### src/rtl/sdtc_pkg.sv
package sdtc_pkg;

    typedef enum logic [3:0] {
        CMD_DESL = 4'd0,
        CMD_ACT  = 4'd1,
        CMD_RD   = 4'd2,
        CMD_WR   = 4'd3,
        CMD_RDA  = 4'd4,
        CMD_WRA  = 4'd5,
        CMD_DEAC = 4'd6,
        CMD_DCAB = 4'd7,
        CMD_MRS  = 4'd8,
        CMD_REF  = 4'd9,
        CMD_MASK = 4'd10
    } sd_cmd_e;

    typedef enum logic [1:0] {
        BK_IDLE  = 2'd0,
        BK_OPEN  = 2'd1,
        BK_RECOV = 2'd2
    } bank_state_e;

    localparam int RULE_RRD  = 0;
    localparam int RULE_WRL  = 1;
    localparam int RULE_MRS  = 2;
    localparam int RULE_APR  = 3;
    localparam int RULE_BUS  = 4;
    localparam int RULE_REF  = 5;
    localparam int NUM_RULES = 6;

    // Nanosecond limit rounded up to whole clocks.
    function automatic int ns2cyc(input int ns, input int per);
        return (ns + per - 1) / per;
    endfunction

endpackage

### src/rtl/sdtc_gap.sv
// Counts enabled edges since the last start; short_o is high while the
// gap seen at the current edge is below LIMIT. Zero means disarmed.
module sdtc_gap #(
    parameter int LIMIT = 2
) (
    input  logic clk,
    input  logic rst_n,
    input  logic tick,
    input  logic start,
    output logic short_o
);
    localparam int CW = $clog2(LIMIT + 1);

    logic [CW-1:0] cnt_q;

    assign short_o = (cnt_q != '0) && (cnt_q < CW'(LIMIT));

    always_ff @(posedge clk) begin
        if (!rst_n) begin
            cnt_q <= '0;
        end else if (tick) begin
            if (start)
                cnt_q <= CW'(1);
            else if (short_o)
                cnt_q <= cnt_q + 1'b1;
        end
    end
endmodule

### src/rtl/sdtc_bank.sv
module sdtc_bank
    import sdtc_pkg::*;
#(
    parameter int RRD_CYC = 3,
    parameter int WRL_CYC = 4,
    parameter int APR_CYC = 5
) (
    input  logic clk,
    input  logic rst_n,
    input  logic tick,
    input  logic act_i,
    input  logic ap_i,
    input  logic wr_i,
    input  logic deac_i,
    output logic act_short_o,
    output logic wr_short_o,
    output logic recov_o
);
    localparam int AW = $clog2(APR_CYC + 1);

    bank_state_e   st_q, st_d;
    logic [AW-1:0] ap_cnt_q, ap_cnt_d;

    sdtc_gap #(.LIMIT(RRD_CYC)) u_act_gap (
        .clk(clk), .rst_n(rst_n), .tick(tick), .start(act_i), .short_o(act_short_o)
    );

    sdtc_gap #(.LIMIT(WRL_CYC)) u_wr_gap (
        .clk(clk), .rst_n(rst_n), .tick(tick), .start(wr_i), .short_o(wr_short_o)
    );

    always_ff @(posedge clk) begin
        if (!rst_n) begin
            st_q     <= BK_IDLE;
            ap_cnt_q <= '0;
        end else begin
            st_q     <= st_d;
            ap_cnt_q <= ap_cnt_d;
        end
    end

    always_comb begin
        st_d     = st_q;
        ap_cnt_d = ap_cnt_q;
        if (tick) begin
            unique case (st_q)
                BK_IDLE: begin
                    if (ap_i) begin
                        st_d     = BK_RECOV;
                        ap_cnt_d = AW'(1);
                    end else if (act_i) begin
                        st_d = BK_OPEN;
                    end
                end
                BK_OPEN: begin
                    if (ap_i) begin
                        st_d     = BK_RECOV;
                        ap_cnt_d = AW'(1);
                    end else if (deac_i) begin
                        st_d = BK_IDLE;
                    end
                end
                BK_RECOV: begin
                    if (ap_cnt_q >= AW'(APR_CYC - 1)) begin
                        st_d     = BK_IDLE;
                        ap_cnt_d = '0;
                    end else begin
                        ap_cnt_d = ap_cnt_q + 1'b1;
                    end
                end
                default: st_d = BK_IDLE;
            endcase
        end
    end

    always_comb begin
        recov_o = (st_q == BK_RECOV);
    end
endmodule

### config.mk
export PLATFORM = sky130hd
export DESIGN_NAME = sdtc_bank
export DESIGN_NICKNAME = d
export VERILOG_FILES = /design/src/rtl/sdtc_pkg.sv /design/src/rtl/sdtc_gap.sv /design/src/rtl/sdtc_bank.sv
export SDC_FILE = /design/constraint.sdc
export NUM_CORES = 1
export LEC_CHECK = 0
export ABC_AREA = 1
export CORE_AREA = 2 2 39 41
export DETAILED_ROUTE_END_ITERATION = 6
export DIE_AREA = 0 0 41 43
export PLACE_DENSITY = 0.67
export SYNTH_ARGS = -nofsm -noshare
export SYNTH_HDL_FRONTEND = slang
export SYNTH_SLANG_ARGS = --single-unit
### constraint.sdc
create_clock -name clk -period 1 [get_ports clk]
set_input_delay 0.1 -clock clk [delete_from_list [all_inputs] [get_ports clk]]
set_output_delay 0.1 -clock clk [all_outputs]
set_load 0.005 [all_outputs]
==> impl_summary.md, run 1 <==
Place
The wire-length estimate of the detail-placed layout is 914 um. The number of port buffers is 9. The total placed cells including tap cells is approximately 120.

The last weighted congestion value of the routability-driven placer is 0.731.

Clock tree
In this run the number of H-tree levels came out at 1. The clock passes through at most 2 buffers. The CTS tree is done. The number of hold buffers added after CTS was 0. The later-pin clock latency in the skew report is 0.26 ns. After clock tree synthesis, the clock-pin slew on the worst setup and hold paths is roughly 0.060 ns. The number of CTS-inserted buffers is 3. The number of clock sinks seen by CTS is 10. The cell sitting at the root of the clock tree is a clkbuf_4.

Logic synthesis
The synthesized netlist contains 16 unique library cells. The portion of the post-synthesis area used by sequential elements is 0.371. The dominant cell type by area after synthesis is dfxtp_1. After technology mapping, the gate count stands at 78. Yosys printed 0 warnings.

The mapped netlist covers 539 um^2. When the netlist entered floorplanning its net count stood at approximately 90. Of the post-synthesis cell area, the dominant cell type holds 0.371.

After synthesis the netlist holds a flip-flop and latch count of 10. The average footprint of a synthesized cell is around 6.9 um^2. By area the synthesized netlist is led by dfxtp_1 (37%), ha_1 (9.3%), nand2_1 (9.0%).

Route
The number of iterations in the first detailed-routing pass is 3. The vias per cell is 4.93. In the final routed layout, each cell accounts on average for between 10 and 15 um. The overall routed net length is 1420 um. After the first detailed-routing iteration, the DRC count stood at 9. The remaining routing DRC violations is 0. The remaining antenna violation count is 0.

Summing over every cut layer, the via total after detailed routing is 596.

Die
The die is 41 um wide. The initial cell density of the core is 0.390. After floorplanning, the core was divided into 14 placement rows.

The I/O pin total is 10. The placeable core area is 1380 um^2. The full die area is 1760 um^2. The die height is around 43 um.

Setup path
The critical setup path kind is reg2out. In this run the register-to-register setup slack is -0.06 ns. The kind of cell with the highest combined delay along the critical path is flip-flops.

The type of destination of the critical path is an output port. The signal on the critical path passes through inv_2 -> ha_4 -> nor2_4 -> buf_2. Data on the critical path is required at its endpoint by 0.90 ns. The biggest fanout along the worst timing path is 2.

The maximum single-stage delay on the critical path is 0.33 ns. The worst setup path is launched from a flip-flop. The number of buffers and inverters on the critical path is 2. The launch point of the worst reg-to-reg path is st_q[1]. The cell at the slowest stage of the critical path is dfxtp_2. The path depth of the worst reg2reg path is 7.

In this run the critical register-to-register path is captured at st_q[1]. Data on the critical path arrives at its endpoint at 0.99 ns.

Finish
The repair_antennas step left the layout with diodes totalling 0. For this run, the number of standard cells in the final layout without fillers is 121. The filler cells instantiated in the layout total 131. The library cell used most frequently in the layout, excluding fill and tap cells, is buf_4. The total number of nets in the final design is 118. In the layout the commonest cells are buf_4 (14), nand2_1 (8), inv_1 (7), nor2_1 (7), dfxtp_2 (7). The area added between synthesis and finish is 63.1%. For this run, the share of the core covered by cells in the final layout is 0.636. Of the cells placed in the final design, the portion with a size suffix greater than 1 is 0.514.

Pwr
The power share of the clock group is 0.270. The worst supply voltage drop on vdd is 754 uV. The total power per unit cell area is 1140 nW/um^2. The static leakage is 0.400 nW.

The internal power of the cells totals 0.709 mW. The switching power as a share of total power is 0.292. The proportion of power drawn by flip-flops and latches is 0.435. Of the total power, combinational logic draws 0.295. The switching power is around 0.29 mW.

Global route
The number of antenna violations at the first check in global routing is 0. The total overflow left after global routing is 0. Entering global routing, the biggest net connects 8 pins.

The first global-routing pass estimated 2150 um of wire. The overall track demand over capacity in global routing is 0.182. The via count of the first global-routing pass is between 500 and 600.

Outcome
The checks that failed: negative setup slack. The run finished, with violations left.

Timing
Setup violations remaining at the end of the flow were counted as 7. The number of hold violations in the final report is 0. Setup repair after global routing could not meet its margin everywhere. The accumulated negative setup slack is -0.331 ns. On the final layout, the worst clock skew is 0.000231 ns. The number of slew-limit violations in the final report was 0. The minimum setup slack in the final design is -0.0872 ns. The period utilization is 1.09. The clock period minus worst slack is between 1 and 1.5 ns. The worst-case headroom to the max-slew limit is 0.787. The highest clock frequency the design can meet is 920 MHz. For the pin with the worst max-slew slack, the measured transition is 0.319 ns.

Worst hold path
The worst hold path passes through 4 cells. The worst hold path startpoint is tick. The worst hold path terminates at u_act_gap.cnt_q[0].

The tightest min-delay check is of the in2reg type.

Flow run
Max-cap violations in this run came to 0.
-- sequential cells by signal, indices dropped and copies added (netlist names) --
name	count
ap_cnt_q	3
u_wr_gap.cnt_q	3
st_q	2
u_act_gap.cnt_q	2
-- power by group through the flow --
stage / Clock [mW] / Sequential (mW) / Combinational (mW)
after CTS: 0.277 / 0.434 / 0.246
final: 0.271 / 0.436 / 0.295
after floorplan: 0 / 0.447 / 0.117
after detailed placement: 0 / 0.442 / 0.252
after global routing: 0.294 / 0.438 / 0.325
after global placement: 0 / 0.442 / 0.246
-- per-layer routing --
| layer | routed length (um) | GRT usage |
|---|---|---|
| met4 | 19 | 0.120 |
| met3 | 47 | 0.0314 |
| met5 | 0 | 0 |
| met2 | 758 | 0.281 |
| met1 | 598 | 0.218 |
-- what timing repair did --
| item | CTS | global route |
|---|---|---|
| endpoints found under the setup margin | 10 | 10 |
| gates resized for setup | 19 | 21 |
| pin swaps | 6 | 5 |
| buffers inserted | 1 | 1 |
-- final cells by class --
type                    instances  area, um^2  share of cell area
clock buffers                   3        22.5              0.0256
inverters                      12        47.5              0.0541
multi-input cells              55         375               0.427
flip-flops and latches         10         209               0.238
well taps                      16        20.0              0.0228
repair buffers                 25         205               0.233
-- synthesized netlist by cell type --
master	number
nand3_1	4
nand2_2	1
nor3_1	2
xor2_1	1
o21ai_0	4
inv_2	2
nor2_1	13
buf_4	1
a211oi_1	1
ha_1	4
o21ai_2	1
a21oi_1	9
dfxtp_1	10
inv_1	10
nand4_1	2
nand2_1	13
-- worst min-delay path: stages --
cell and delay (ns):
dlymetal6s2s_1 0.22, inv_1 0.12, nor3_1 0.05, nor2_1 0.08
-- stage by stage --
stage	hold WS [ns]	cell area, um^2	total power, mW	worst slack (ns)
after global placement	0.478	774	0.687	-0.218
after CTS	0.492	803	0.958	-0.0971
after detailed placement	0.483	774	0.694	-0.228
after global routing	0.375	880	1.06	-0.142
final	0.345	880	1.00	-0.0872
after floorplan	0.196	567	0.564	-0.0528
-- cell families after synthesis --
logic type,Yosys count,synth area share
DFF,10,0.371
adders and majority gates,4,0.0928
AOI/OAI and AO/OA,15,0.151
xor gates and xnor gates,1,0.0162
and+or+nand+nor,35,0.271
buffers and inverters,13,0.0975
-- worst max path at each step --
stage	start	endpoint	slack [ns]	cells after the start
floorplan	u_wr_gap.cnt_q[0]	u_wr_gap.cnt_q[1]	-0.05	7
global placement	u_wr_gap.cnt_q[1]	wr_short_o	-0.22	4
detailed placement	tick	u_wr_gap.cnt_q[1]	-0.23	5
CTS	u_wr_gap.cnt_q[0]	wr_short_o	-0.1	4
global route	u_wr_gap.cnt_q[0]	u_wr_gap.cnt_q[1]	-0.14	7
finish	u_wr_gap.cnt_q[0]	wr_short_o	-0.09	4
Note: power is estimated with default switching activity, not from simulation.
==> inputs of run 2 (changes only) <==
--- a/config.mk
+++ b/config.mk
@@ -9,6 +9,7 @@
 export CORE_AREA = 2 2 39 41
 export DETAILED_ROUTE_END_ITERATION = 6
 export DIE_AREA = 0 0 41 43
+export HOLD_SLACK_MARGIN = 0.1
 export PLACE_DENSITY = 0.67
 export SYNTH_ARGS = -nofsm -noshare
 export SYNTH_HDL_FRONTEND = slang
==> results of run 2 <==
No change in the layout: final DEF, timing and power equal those of run 1.
==> inputs of run 3 (changes only) <==
--- a/config.mk
+++ b/config.mk
@@ -10,7 +10,10 @@
 export DETAILED_ROUTE_END_ITERATION = 6
 export DIE_AREA = 0 0 41 43
 export HOLD_SLACK_MARGIN = 0.1
+export MAX_ROUTING_LAYER = met4
 export PLACE_DENSITY = 0.67
+export SETUP_SLACK_MARGIN = 0.2
+export SKIP_CTS_REPAIR_TIMING = 1
 export SYNTH_ARGS = -nofsm -noshare
 export SYNTH_HDL_FRONTEND = slang
 export SYNTH_SLANG_ARGS = --single-unit
==> impl_summary.md, run 3 (synthesis gave the netlist of run 1 again) <==
Setup path
The type of destination of the critical path is a flip-flop. The cell occurring most often along the worst timing path is nor2_4. The launch point of the worst path is u_wr_gap.cnt_q[1].

The biggest fanout along the worst timing path is 3. The arrival time at the worst endpoint is roughly 1.3 ns. The worst-case register-to-register setup slack is -0.11 ns. Measured in cells, the most critical reg-to-reg path has a length of 8. The endpoint required time on the critical path is 1.19 ns. In this run the critical register-to-register path is captured at u_wr_gap.cnt_q[1].

The most critical setup path has its endpoint at u_wr_gap.cnt_q[1]. STA classifies the critical path startpoint as a flip-flop. The signal on the critical path passes through inv_2 -> ha_4 -> nor2_4 -> buf_6 -> nand2_4 -> nor2_4 -> nand2_1 -> a21oi_1. The worst register-to-register path begins at u_wr_gap.cnt_q[1]. The cell at the slowest stage of the critical path is dfxtp_2. The maximum single-stage delay on the critical path is 0.34 ns.

By startpoint and endpoint, the worst setup path is classified as reg2reg.

Worst hold path
The path class of the tightest hold or removal check is in2reg.

Global route
The first-pass GRT wire length is 1990 um. The global-route met3 utilization is 0.0471. The remaining global-route overflow is 0. Entering global routing, the biggest net connects 8 pins. The fraction of met1 tracks used by global routing is 0.221. For this run, the total global-route usage over all layers was measured as 0.171. The via count of the first global-routing pass is 506. The number of antenna violations at the first check in global routing is 0. For met2 alone, demand over resource in global routing was 0.250. The global routing's busiest layer is met2.

Pwr
Summed over all cells, the static leakage comes to about 0.43 nW. The total power is 1.05 mW. The share of total power dissipated in combinational logic is 0.306. Across the VDD grid, the largest voltage drop is 718 uV. The switching power is 0.308 mW. The proportion of power drawn by flip-flops and latches is 0.417. The power share of the clock group is 0.276. The switching power as a share of total power is 0.294. In this run the power density over the cells is 1120 nW/um^2. Cell internal power was estimated by the tool at 0.740 mW.

Place
Including well taps, the total number of placed cells is ~120. Timing analysis after detailed placement gives a worst setup slack of -0.232 ns. Routability-driven placement finished with a final weighted congestion of 0.720. Input and output buffers added on the ports amount to 9. The detailed placer's ending HPWL is 908 um.

Timing
The number of slew-limit violations in the final report came to 0. The final clock skew is 0.00510 ns. The number of hold violations in the final report was 0. The worst path in the final design needs a cycle of 1.11 ns, including I/O delays and setup. The minimum setup slack in the final design is -0.110 ns. Hold is met by ~0.37 ns. The final setup violation count is 8. Timing would allow up to 901 MHz. Setup repair after global routing could not meet its margin everywhere. The worst pin sits at a relative slew slack of 0.758. The worst-margin pin slew is ~0.36 ns. In the finished design, the share of the clock period the worst path needs comes to 1.11.

Outcome
The final reports fail on negative setup slack. The run finished, with violations left.

Finish
The largest registers in the layout are ap_cnt_q: 3 flops, u_wr_gap.cnt_q: 3 flops. The repair_antennas step left the layout with diodes totalling 0. The number of fillers in the final layout is 110. The total number of nets in the final design is 117. Leaving out fill and tap cells, the most frequent cell in the layout is buf_4. The area of the multi-input gates is 407 um^2. The area growth from synthesis to layout is 73.3%. In the final layout, the share of cells above drive strength 1 is 0.552.

The final cell utilization of the core is 0.675. The register area is 213 um^2. Leaving out filler cells and counting taps, the final layout contains 121. In the layout the commonest cells are buf_4 (10), inv_1 (7), nand2_2 (7), nor2_1 (7), dfxtp_2 (7).

Route
After the first detailed-routing iteration, the DRC count stood at 11. After detailed routing, the total wire length is 1380 um. The vias per cell is approximately 4.8. The average wire length per cell after detail routing is 11.4 um. The number of iterations in the first detailed-routing pass is 4. The vias after detailed routing is 575. The remaining routing DRC violations is 0.

The remaining antenna violation count is 0.

Clock tree
Clock tree synthesis found a total of 10 sinks. The number of CTS-inserted buffers is 3. TritonCTS built the clock tree. The longest clock path from root to sink contains 2 buffers. The later pin in the worst-skew pair is clocked with a latency of 0.26 ns. The CTS clock-pin slew for the worst setup and hold paths is 0.06 ns. The number of H-tree branching levels is 1. The clock root buffer is clkbuf_4.

Die
The placeable core area is 1380 um^2. The die height is ~43 um. The horizontal extent of the die is between 40 and 50 um. The I/O pin total is 10. The initial cell density of the core is 0.390. The die covers 1760 um^2. The floorplan has 14 rows.

Flow run
Max-cap violations in this run came to 0.
==> run 3: area by class of cell <==
| class | count | share of cell area |
|---|---|---|
| clock buffer | 4 | 0.0281 |
| tap | 16 | 0.0214 |
| timing repair buffer | 24 | 0.240 |
| multi-input combinational | 55 | 0.435 |
| sequential | 10 | 0.228 |
| inverter | 12 | 0.0482 |
==> run 3: how the worst min path moves through the flow <==
stage | end | slack (ns) | cells past startpoint | from
floorplan | u_act_gap.cnt_q[1] | 0.20 | 1 | act_i
global placement | ap_cnt_q[1] | 0.46 | 2 | ap_cnt_q[1]
detailed placement | ap_cnt_q[1] | 0.46 | 2 | ap_cnt_q[1]
CTS | u_act_gap.cnt_q[1] | 0.47 | 3 | rst_n
global route | u_wr_gap.cnt_q[1] | 0.37 | 5 | tick
finish | u_wr_gap.cnt_q[1] | 0.37 | 5 | tick
==> run 3: power by group through the flow <==
stage,combinational [mW],sequential [mW],clock [mW]
3_3_place_gp,0.254,0.444,0
2_1_floorplan,0.120,0.449,0
5_1_grt,0.351,0.439,0.333
4_1_cts,0.260,0.435,0.304
3_5_place_dp,0.259,0.444,0
6_report,0.321,0.437,0.290
==> run 3: per-stage QoR <==
step	cell area, um^2	TNS (ns)
global placement	795	-2.09
global route	935	-1.07
finish	935	-0.458
floorplan	579	-0.0534
detailed placement	795	-2.36
CTS	821	-1.81
==> run 3: metal layers <==
metal | vias up | share of wire
li1 | 303 | -
met4 | 0 | 0
met5 | - | 0
met3 | 0 | 0.038
met1 | 262 | 0.45
met2 | 10 | 0.51
==> run 3: critical path: cells and delay by family, from the launching register on <==
kind            cells  cell delay, ns
fa+ha+maj           1            0.15
flops               1            0.34
buf+inv             2            0.14
compound gates      1            0.11
simple gates        4            0.30
